==> src/rtl/rdrv_pwr_pkg.sv <==
`timescale 1ns/1ps
package rdrv_pwr_pkg;

  typedef enum logic [2:0] {
    ST_SLEEP  = 3'd0,
    ST_DSENSE = 3'd1,
    ST_DWAIT  = 3'd2,
    ST_ACTIVE = 3'd3,
    ST_LOWPWR = 3'd4,
    ST_COMPLY = 3'd5
  } rdrv_st_e;

  // Width needed to count up to and including lim.
  function automatic int unsigned cnt_width(int unsigned lim);
    return (lim < 2) ? 1 : $clog2(lim + 1);
  endfunction

  function automatic int unsigned max2(int unsigned a, int unsigned b);
    return (a > b) ? a : b;
  endfunction

  // Linked modes keep the terminations on.
  function automatic logic is_linked(rdrv_st_e s);
    return (s == ST_ACTIVE) || (s == ST_LOWPWR) || (s == ST_COMPLY);
  endfunction

endpackage

==> src/rtl/rdrv_pin_edge.sv <==
`timescale 1ns/1ps
module rdrv_pin_edge (
  input  logic clk,
  input  logic rst_n,
  input  logic pin_i,
  output logic fall_o
);
  logic pin_q;

  always_ff @(posedge clk or negedge rst_n) begin
    if (!rst_n) pin_q <= 1'b0;
    else        pin_q <= pin_i;
  end

  assign fall_o = pin_q & ~pin_i;
endmodule

==> src/rtl/rdrv_cyc_timer.sv <==
`timescale 1ns/1ps
module rdrv_cyc_timer #(
  parameter int unsigned TW = 8
) (
  input  logic          clk,
  input  logic          rst_n,
  input  logic          restart_i,
  input  logic [TW-1:0] lim_i,
  output logic          hit_o
);
  localparam logic [TW-1:0] CNT_MAX = '1;
  logic [TW-1:0] cnt_q;

  always_ff @(posedge clk or negedge rst_n) begin
    if (!rst_n)                cnt_q <= '0;
    else if (restart_i)        cnt_q <= '0;
    else if (cnt_q != CNT_MAX) cnt_q <= cnt_q + 1'b1;
  end

  // Fires on the last cycle of a window of lim_i cycles.
  assign hit_o = (cnt_q == lim_i - 1'b1);
endmodule

==> src/rtl/rdrv_idle_track.sv <==
`timescale 1ns/1ps
module rdrv_idle_track #(
  parameter int unsigned N_CH     = 2,
  parameter int unsigned IDLE_CYC = 8
) (
  input  logic            clk,
  input  logic            rst_n,
  input  logic            arm_i,
  input  logic [N_CH-1:0] eidle_i,
  output logic            expire_o
);
  localparam int unsigned IW = rdrv_pwr_pkg::cnt_width(IDLE_CYC);
  localparam logic [IW-1:0] LAST = IW'(IDLE_CYC - 1);

  logic [IW-1:0] cnt_q;
  logic          all_idle;

  assign all_idle = &eidle_i;

  always_ff @(posedge clk or negedge rst_n) begin
    if (!rst_n)                           cnt_q <= '0;
    else if (arm_i && all_idle) begin
      if (cnt_q != IW'(IDLE_CYC))         cnt_q <= cnt_q + 1'b1;
    end else                              cnt_q <= '0;
  end

  assign expire_o = arm_i & all_idle & (cnt_q == LAST);
endmodule

==> src/rtl/rdrv_chan_map.sv <==
`timescale 1ns/1ps
module rdrv_chan_map
  import rdrv_pwr_pkg::*;
(
  input  rdrv_st_e st_i,
  input  logic     eidle_i,
  input  logic     det_ok_i,
  output logic     rx_term_o,
  output logic     tx_term_o,
  output logic     tx_hiz_o,
  output logic     pwr_o,
  output logic     mon_o
);
  always_comb begin
    rx_term_o = is_linked(st_i);
    tx_term_o = is_linked(st_i);
    pwr_o     = (st_i == ST_ACTIVE) || (st_i == ST_COMPLY);
    mon_o     = (st_i == ST_ACTIVE) || (st_i == ST_LOWPWR);
    unique case (st_i)
      ST_DSENSE: tx_hiz_o = 1'b0;
      ST_DWAIT:  tx_hiz_o = ~det_ok_i;
      ST_ACTIVE: tx_hiz_o = eidle_i;
      ST_COMPLY: tx_hiz_o = 1'b0;
      default:   tx_hiz_o = 1'b1;
    endcase
  end
endmodule

==> src/rtl/rdrv_pwr_ctrl.sv <==
`timescale 1ns/1ps
module rdrv_pwr_ctrl
  import rdrv_pwr_pkg::*;
#(
  parameter int unsigned N_CH      = 2,
  parameter int unsigned DET_CYC   = 100,
  parameter int unsigned RETRY_CYC = 1200000,
  parameter int unsigned IDLE_CYC  = 50000
) (
  input  logic            clk,
  input  logic            rst_n,
  input  logic            en_i,
  input  logic            comp_i,
  input  logic [N_CH-1:0] rxdet_ok_i,
  input  logic [N_CH-1:0] eidle_i,
  input  logic [N_CH-1:0] lfps_i,
  input  logic            link_break_i,
  output logic [N_CH-1:0] rx_term_o,
  output logic [N_CH-1:0] tx_term_o,
  output logic [N_CH-1:0] tx_hiz_o,
  output logic            det_pulse_o,
  output logic [N_CH-1:0] ch_pwr_o,
  output logic [N_CH-1:0] lfps_mon_o
);
  localparam int unsigned TW = cnt_width(max2(DET_CYC, RETRY_CYC));

  rdrv_st_e        state_q, state_d;
  logic [N_CH-1:0] det_ok_q;
  logic [TW-1:0]   tmr_lim;

  // Named internal events, also watched by the checker.
  logic en_fall;
  logic tmr_hit;
  logic idle_exp;
  logic sense_done;
  logic retry_due;
  logic wake_ev;
  logic state_chg;

  rdrv_pin_edge u_en_edge (
    .clk    (clk),
    .rst_n  (rst_n),
    .pin_i  (en_i),
    .fall_o (en_fall)
  );

  assign tmr_lim   = (state_q == ST_DSENSE) ? TW'(DET_CYC) : TW'(RETRY_CYC);
  assign state_chg = (state_d != state_q);

  rdrv_cyc_timer #(.TW(TW)) u_timer (
    .clk       (clk),
    .rst_n     (rst_n),
    .restart_i (state_chg),
    .lim_i     (tmr_lim),
    .hit_o     (tmr_hit)
  );

  rdrv_idle_track #(.N_CH(N_CH), .IDLE_CYC(IDLE_CYC)) u_idle (
    .clk      (clk),
    .rst_n    (rst_n),
    .arm_i    (state_q == ST_ACTIVE),
    .eidle_i  (eidle_i),
    .expire_o (idle_exp)
  );

  assign sense_done = (state_q == ST_DSENSE) && tmr_hit;
  assign retry_due  = (state_q == ST_DWAIT) && tmr_hit;
  assign wake_ev    = (state_q == ST_LOWPWR) && (|lfps_i);

  always_comb begin
    state_d = state_q;
    if (en_fall) begin
      state_d = ST_SLEEP;
    end else if (state_q == ST_SLEEP) begin
      if (en_i) state_d = comp_i ? ST_COMPLY : ST_DSENSE;
    end else if (comp_i && (state_q != ST_COMPLY)) begin
      state_d = ST_COMPLY;
    end else begin
      unique case (state_q)
        ST_COMPLY: if (!comp_i) state_d = ST_DSENSE;
        ST_DSENSE: if (sense_done) state_d = (&rxdet_ok_i) ? ST_ACTIVE : ST_DWAIT;
        ST_DWAIT:  if (retry_due) state_d = ST_DSENSE;
        ST_ACTIVE: begin
          if (link_break_i)  state_d = ST_DSENSE;
          else if (idle_exp) state_d = ST_LOWPWR;
        end
        ST_LOWPWR: begin
          if (link_break_i) state_d = ST_DSENSE;
          else if (wake_ev) state_d = ST_ACTIVE;
        end
        default: state_d = ST_SLEEP;
      endcase
    end
  end

  always_ff @(posedge clk or negedge rst_n) begin
    if (!rst_n) begin
      state_q  <= ST_SLEEP;
      det_ok_q <= '0;
    end else begin
      state_q <= state_d;
      if (sense_done) det_ok_q <= rxdet_ok_i;
    end
  end

  assign det_pulse_o = (state_q == ST_DSENSE);

  for (genvar g = 0; g < N_CH; g++) begin : g_lane
    rdrv_chan_map u_map (
      .st_i      (state_q),
      .eidle_i   (eidle_i[g]),
      .det_ok_i  (det_ok_q[g]),
      .rx_term_o (rx_term_o[g]),
      .tx_term_o (tx_term_o[g]),
      .tx_hiz_o  (tx_hiz_o[g]),
      .pwr_o     (ch_pwr_o[g]),
      .mon_o     (lfps_mon_o[g])
    );
  end
endmodule

==> config.mk <==
export PLATFORM = sky130hd
export DESIGN_NAME = rdrv_pwr_ctrl
export DESIGN_NICKNAME = d
export VERILOG_FILES = /design/src/rtl/rdrv_pwr_pkg.sv /design/src/rtl/rdrv_pin_edge.sv /design/src/rtl/rdrv_cyc_timer.sv /design/src/rtl/rdrv_idle_track.sv /design/src/rtl/rdrv_chan_map.sv /design/src/rtl/rdrv_pwr_ctrl.sv
export SDC_FILE = /design/constraint.sdc
export NUM_CORES = 1
export LEC_CHECK = 0
export BUFFER_PORTS_ARGS = -buffer_cell sky130_fd_sc_hd__buf_2
export CORE_MARGIN = 2
export CORE_UTILIZATION = 59
export CTS_BUF_LIST = sky130_fd_sc_hd__clkbuf_4 sky130_fd_sc_hd__clkbuf_8
export DETAILED_ROUTE_END_ITERATION = 7
export GPL_ROUTABILITY_DRIVEN = 0
export MAX_ROUTING_LAYER = met4
export PLACE_DENSITY = 0.83
export SLEW_MARGIN = 20
export SYNTH_ARGS = -nofsm -noshare
export SYNTH_HDL_FRONTEND = slang
export SYNTH_SLANG_ARGS = --single-unit
==> constraint.sdc <==
create_clock -name clk -period 3.25 [get_ports clk]
set_clock_uncertainty 0.05 [all_clocks]
set_input_delay 0.1625 -clock clk [delete_from_list [all_inputs] [get_ports clk]]
set_output_delay 0.1625 -clock clk [all_outputs]
set_load 0.01 [all_outputs]
* After elaboration in Yosys (flattened, before gate mapping)
Cells that the tools add are included.
** Storage, ports and cells
- Input bits :: 11
- Word-level logic and storage cells :: 61
- Register bits :: 43
** Operators by class
- Muxes and demuxes :: 21
- $add $sub $neg :: 3
- Eq/ne operators :: 12
- Reduce and logical (&&, ||, !) cells :: 14
- Bitwise logic cells :: 6
** Operators with widths (number)
- $mux 21 :: 3
- $mux 3 :: 12
- $mux 16 :: 2
- $add 21x1->21 const B :: 1
- $eq 21x21->1 :: 1
- $ne 21x21->1 const B :: 1
- $sub 21x1->21 const B :: 1
- $add 16x1->16 const B :: 1
- $eq 16x16->1 const B :: 1
- $ne 16x16->1 const B :: 1
- $pmux 3 s5 :: 1
- $eq 3x2->1 const B :: 2
- $eq 3x3->1 const B :: 2
- $pmux 1 s3 :: 2
- $logic_and 1x1->1 :: 5
- $reduce_and 2->1 :: 2
- $reduce_or 2->1 :: 2
- $and 1x1->1 :: 3
- $eq 3x1->1 const B :: 1
- $logic_not 3->1 :: 1
- $logic_or 1x1->1 :: 3
- $ne 3x3->1 :: 1
- $ne 3x3->1 const B :: 1
- $not 1->1 :: 3
- 3 further kinds :: 3

* Longest topological paths before layout
- Word-level depth :: 12
- Gate-level depth with buffers :: 9
- Gate-level depth less buffers :: 8

* Hierarchy
A second synthesis with hierarchy kept.
** Unflattened totals
- Cell total of the unflattened synthesis :: 402
- Area, all modules :: 3405.8 µm²
** Modules (own cells, without submodules)
- rdrv_cyc_timer :: cells each 213, area each 1791.7 µm², times used 1
- rdrv_idle_track :: cells each 99, area each 918.4 µm², times used 1
- rdrv_pwr_ctrl :: cells each 66, area each 506.7 µm², times used 1
- rdrv_chan_map :: cells each 11, area each 75.1 µm², times used 2
- rdrv_pin_edge :: cells each 2, area each 38.8 µm², times used 1

* Least setup slack after synthesis
No wires, ideal clock.
- Path kind :: reg-to-reg
- Start point :: register state_q[2]
- End point :: register u_timer.cnt_q[0]
- Period minus slack after synthesis :: 2.256 ns
- Slack :: 0.994 ns
- Data required time :: 3.067 ns
- Arrival :: 2.073 ns
- Cell stages (with the launch flop) :: 9
- Cells stage by stage :: dfrtp_1 > nand3b_2 > or2_1 > buf_2 > nor4_2 > o22ai_1 > o311ai_4 > buf_6 > nor4b_2
** Between the ends
- Word-level cells in the longest chain between the ends :: 12
- Elaborated cells on any way between the ends :: 31
** RTL lines
- start: declaration :: line rdrv_pwr_ctrl.sv:27 : rdrv_st_e state_q, state_d;
- start signal: assignment :: line rdrv_pwr_ctrl.sv:101 : state_q <= state_d;
- $eq 3x1->1 :: line rdrv_pwr_ctrl.sv:47, rdrv_pwr_ctrl.sv:66, rdrv_pwr_ctrl.sv:79
- $mux 21 :: line rdrv_pwr_ctrl.sv:47 : assign tmr_lim = (state_q == ST_DSENSE) ? TW'(DET_CYC) : TW'(RETRY_CYC);
- $sub 21x1->21 :: line rdrv_cyc_timer.sv:21 : assign hit_o = (cnt_q == lim_i - 1'b1);
- $eq 21x21->1 :: line rdrv_cyc_timer.sv:21
- $logic_and 1x1->1 (on tied branches) :: line rdrv_pwr_ctrl.sv:67, rdrv_pwr_ctrl.sv:66
- $mux 3 (on tied branches) :: line rdrv_pwr_ctrl.sv:82, rdrv_pwr_ctrl.sv:81
- $pmux 3 s5 :: line rdrv_pwr_ctrl.sv:79 : unique case (state_q)
- $mux 3 :: line rdrv_pwr_ctrl.sv:76 : end else if (comp_i && (state_q != ST_COMPLY)) begin
- $mux 3 :: line rdrv_pwr_ctrl.sv:74 : end else if (state_q == ST_SLEEP) begin
- $mux 3 :: line rdrv_pwr_ctrl.sv:72 : if (en_fall) begin
- $ne 3x3->1 * :: line rdrv_pwr_ctrl.sv:48 : assign state_chg = (state_d != state_q);
- $mux 21 or $reduce_bool 2->1 (tied branches)
- end signal: assignment :: line rdrv_cyc_timer.sv:17 : else if (cnt_q != CNT_MAX) cnt_q <= cnt_q + 1'b1;
- end: declaration :: line rdrv_cyc_timer.sv:12 : logic [TW-1:0] cnt_q;
Every way passes the cells marked *; elsewhere a longest branch is shown, timed or not.
A chain may end at the register's enable or synchronous reset.

* Worst setup path in the final report
- Start point :: register state_q[2]
- End point :: register u_timer.cnt_q[20]
The elaborated chain is that of the path after synthesis.

==> flow_summary.yaml <==
synthesis:
  synthMuxAreaShare_pct: 1.83
  synthFlopType: "dfrtp_1"
  synthAdderAreaFrac_pct: 1.27
  synth.largest_area_cell: "dfrtp_1"
  syn_inst: 305
  ys_seq_area_share_pct: 36.5
  synth_edf_count: 0
  ys_top_cells_by_count: "dfrtp_1 (43), nor2_1 (36), nand2_1 (21), nand3_1 (21), nor4b_2 (19)"
  synth_xor_area_share_pct: 9.22
  yosys_warnings: 0
  yosys.area_share.simple_pct: 35.3
  syn_nets: 319
  ys_types: 56
  synth.most_common_cell: "dfrtp_1"
  synth-compound-area-share_pct: 9.09
  syn_area_um2: 2950
  synthArstFlopShare_pct: 100
  synth_top_family_by_area: "simple AND/OR/NAND/NOR gates"
  ys_ff_latch: 43
  yosys-top-cells-area: "dfrtp_1 (37%), nor4b_2 (9.7%), xnor2_1 (4.8%)"
  synth_top_cell_area_share_pct: 36.5
  synth.avg_cell_area_um2: 9.66
place:
  dpl_cell_area_um2: 3000
  dp_hpwl_um: 4060
  io_buffer_count: 21
timing:
  min_period_ns: 2.84
  holdWs_ns: 0.0589
  slew_headroom_pct: 36.5
  timing_hold_violations_final: 0
  finalCritPeriodShare_pct: 87.3
  rsz0062_at_grt: "no"
  slew_viol_final: 0
  tightest_slew_ns: 0.953
  fmax_mhz: 352
  setup_viol: 0
  setup_tns_ns: 0
die:
  die_x_um: 74.7
  die_area_um2: 5570
  fp-row-count: 25
  start_util_pct: 61.9
  core-area_um2: 4750
  num_io_pins: 22
  die_h_um: 74.7
pwr:
  internal_power_uw: 844
  sequentialPowerShare_pct: 45.6
  power_mw: 1.30
  power_switching_uw: 455
  power_leakage_nw: 1.19
  pwr-share-comb_pct: 26.9
  powerDensity_nw_per_um2: 417
  vdd_drop_max_v: 0.000285
  switching_share_pct: 35.0
  clockPowerShare_pct: 27.5
job:
  max_cap_violations: 0
route:
  drc: 0
  first_pass_iters: 4
  num_vias: 2279
  wl_met2_um: 2840
  vias_per_cell: 5.93
  highest_layer: "met4"
  detail_route.iter0.violations: 145
  routed_wl_um: 5690
  met3_length_um: 160
  wl_met1_um: 2600
  post_drt_wl_per_cell_um: 14.8
  postRouteAntennaNets: 0
critical_path:
  worstSetupPathType: "register to register"
  worstReg2RegStart: "state_q[2]"
  crit_path_end_kind: "register"
  required_ns: 3.37
  cp_max_fo: 21
  worstPathArrival_ns: 2.96
  cp-startpoint: "state_q[2]"
  critPathLaunchType: "register"
clocking:
  cts_root_buf: "clkbuf_8"
  cts_tree: "done"
  clk-insertion-delay-late_ns: 0.30
  cts_buffers: 5
  cts.sinks: 43
  cts_buffer_depth: 2
  clk_pin_slew_ns: 0.09
  htreeDepth: 2
global_routing:
  antenna_found_initial: 0
  globalRoute.totalOverflow: 0
  grt_max_degree: 44
  grt.total_usage_pct: 23.5
  grt_pass1_vias: 2220
  grt_pass1_wl_um: 9920
cells_and_area:
  drive_above_1_share_pct: 23.0
  final_nets: 330
  syn2layout_area_growth_pct: 5.74
  n_antenna_cell: 0
  fin_area_um2: 3110
min_path:
  holdCritStartpoint: "rxdet_ok_i[1]"
  hold_path_class: "input port to register"
status:
  outcome: "completed"
[layer usage]
metal	track usage [%]	vias to the layer above
li1	-	1110
met5	-	-
met4	7.14	0
met3	3.35	10
met2	39.0	42
met1	30.0	1117
[placed cells by master (no fill, tap or decap), drive strengths merged, types with 2 or more instances in the layout]
cell / instances
dlygate4sd3: 2
clkbuf: 5
xnor2: 16
mux2: 3
nor4: 8
nor4b: 21
xor2: 15
nand2b: 7
nor2: 37
nor3: 5
nand4: 8
nand3: 21
clkinvlp: 2
a21oi: 9
mux2i: 2
ha: 3
a22oi: 2
and3: 7
buf: 26
nor4bb: 4
or2: 5
nand2: 22
o21ai: 10
inv: 8
and4: 2
dfrtp: 43
a211oi: 3
nand3b: 3
or4: 3
[worst paths after layout]
kind	to	slack, ns	cells past startpoint
max	u_timer.cnt_q[20]	0.41	7
min	det_ok_q[1]	0.06	2
max reg2reg	u_timer.cnt_q[20]	0.41	7
min reg2reg	det_ok_q[1]	0.46	1
max in group asynchronous	u_timer.cnt_q[15]	2.06	2
min in group asynchronous	u_en_edge.pin_q	0.49	2
[stage by stage]
step	utilization, %	setup slack, ns	instances
after floorplan	-	0.994	305
after CTS	65.5	0.444	384
after global placement	63.1	0.593	374
after detailed placement	63.1	0.459	374
final	65.5	0.412	384
after global routing	65.5	0.273	384
[area by class of cell]
cell class,instances,area [um2]
Fill cell,398,1640
Clock inverter,3,23.8
Sequential cell,43,1080
Multi-Input combinational cell,231,1670
Inverter,7,26.3
Clock buffer,5,68.8
Timing Repair Buffer,28,163
Tap cell,67,83.8
[logic make-up after synthesis]
kind of cell	Yosys count
mux	5
buf+inv	31
flops	43
fa+ha+maj	3
simple gates	156
compound gates	36
xor+xnor	31
[state kept, by name, indices dropped and copies added (netlist names)]
register         cells
u_en_edge.pin_q      1
u_idle.cnt_q        16
u_timer.cnt_q       21
det_ok_q             2
state_q              3
[power groups by stage]
stage,registers (mW),clock network (mW),logic [mW]
6_report,0.593,0.357,0.349
5_1_grt,0.598,0.384,0.382
4_1_cts,0.592,0.365,0.351
3_5_place_dp,0.603,0,0.348
3_3_place_gp,0.601,0,0.343
2_1_floorplan,0.580,0,0.337
[timing repair]
| action | CTS | global route |
|---|---|---|
| hold buffers | 2 | 0 |
| buffers inserted | 0 | 0 |
| gates resized for setup | 0 | 0 |
| hold endpoints to repair | 44 | 0 |
[worst max-delay path, stage by stage, from the launching register on]
cell	delay, ns
dfrtp_1	0.52
nand3b_2	0.33
or2_1	0.42
nor4_2	0.42
o22ai_1	0.19
o311ai_4	0.28
buf_4	0.37
nor4bb_1	0.10
No activity file was read; power rests on OpenSTA's default activity.
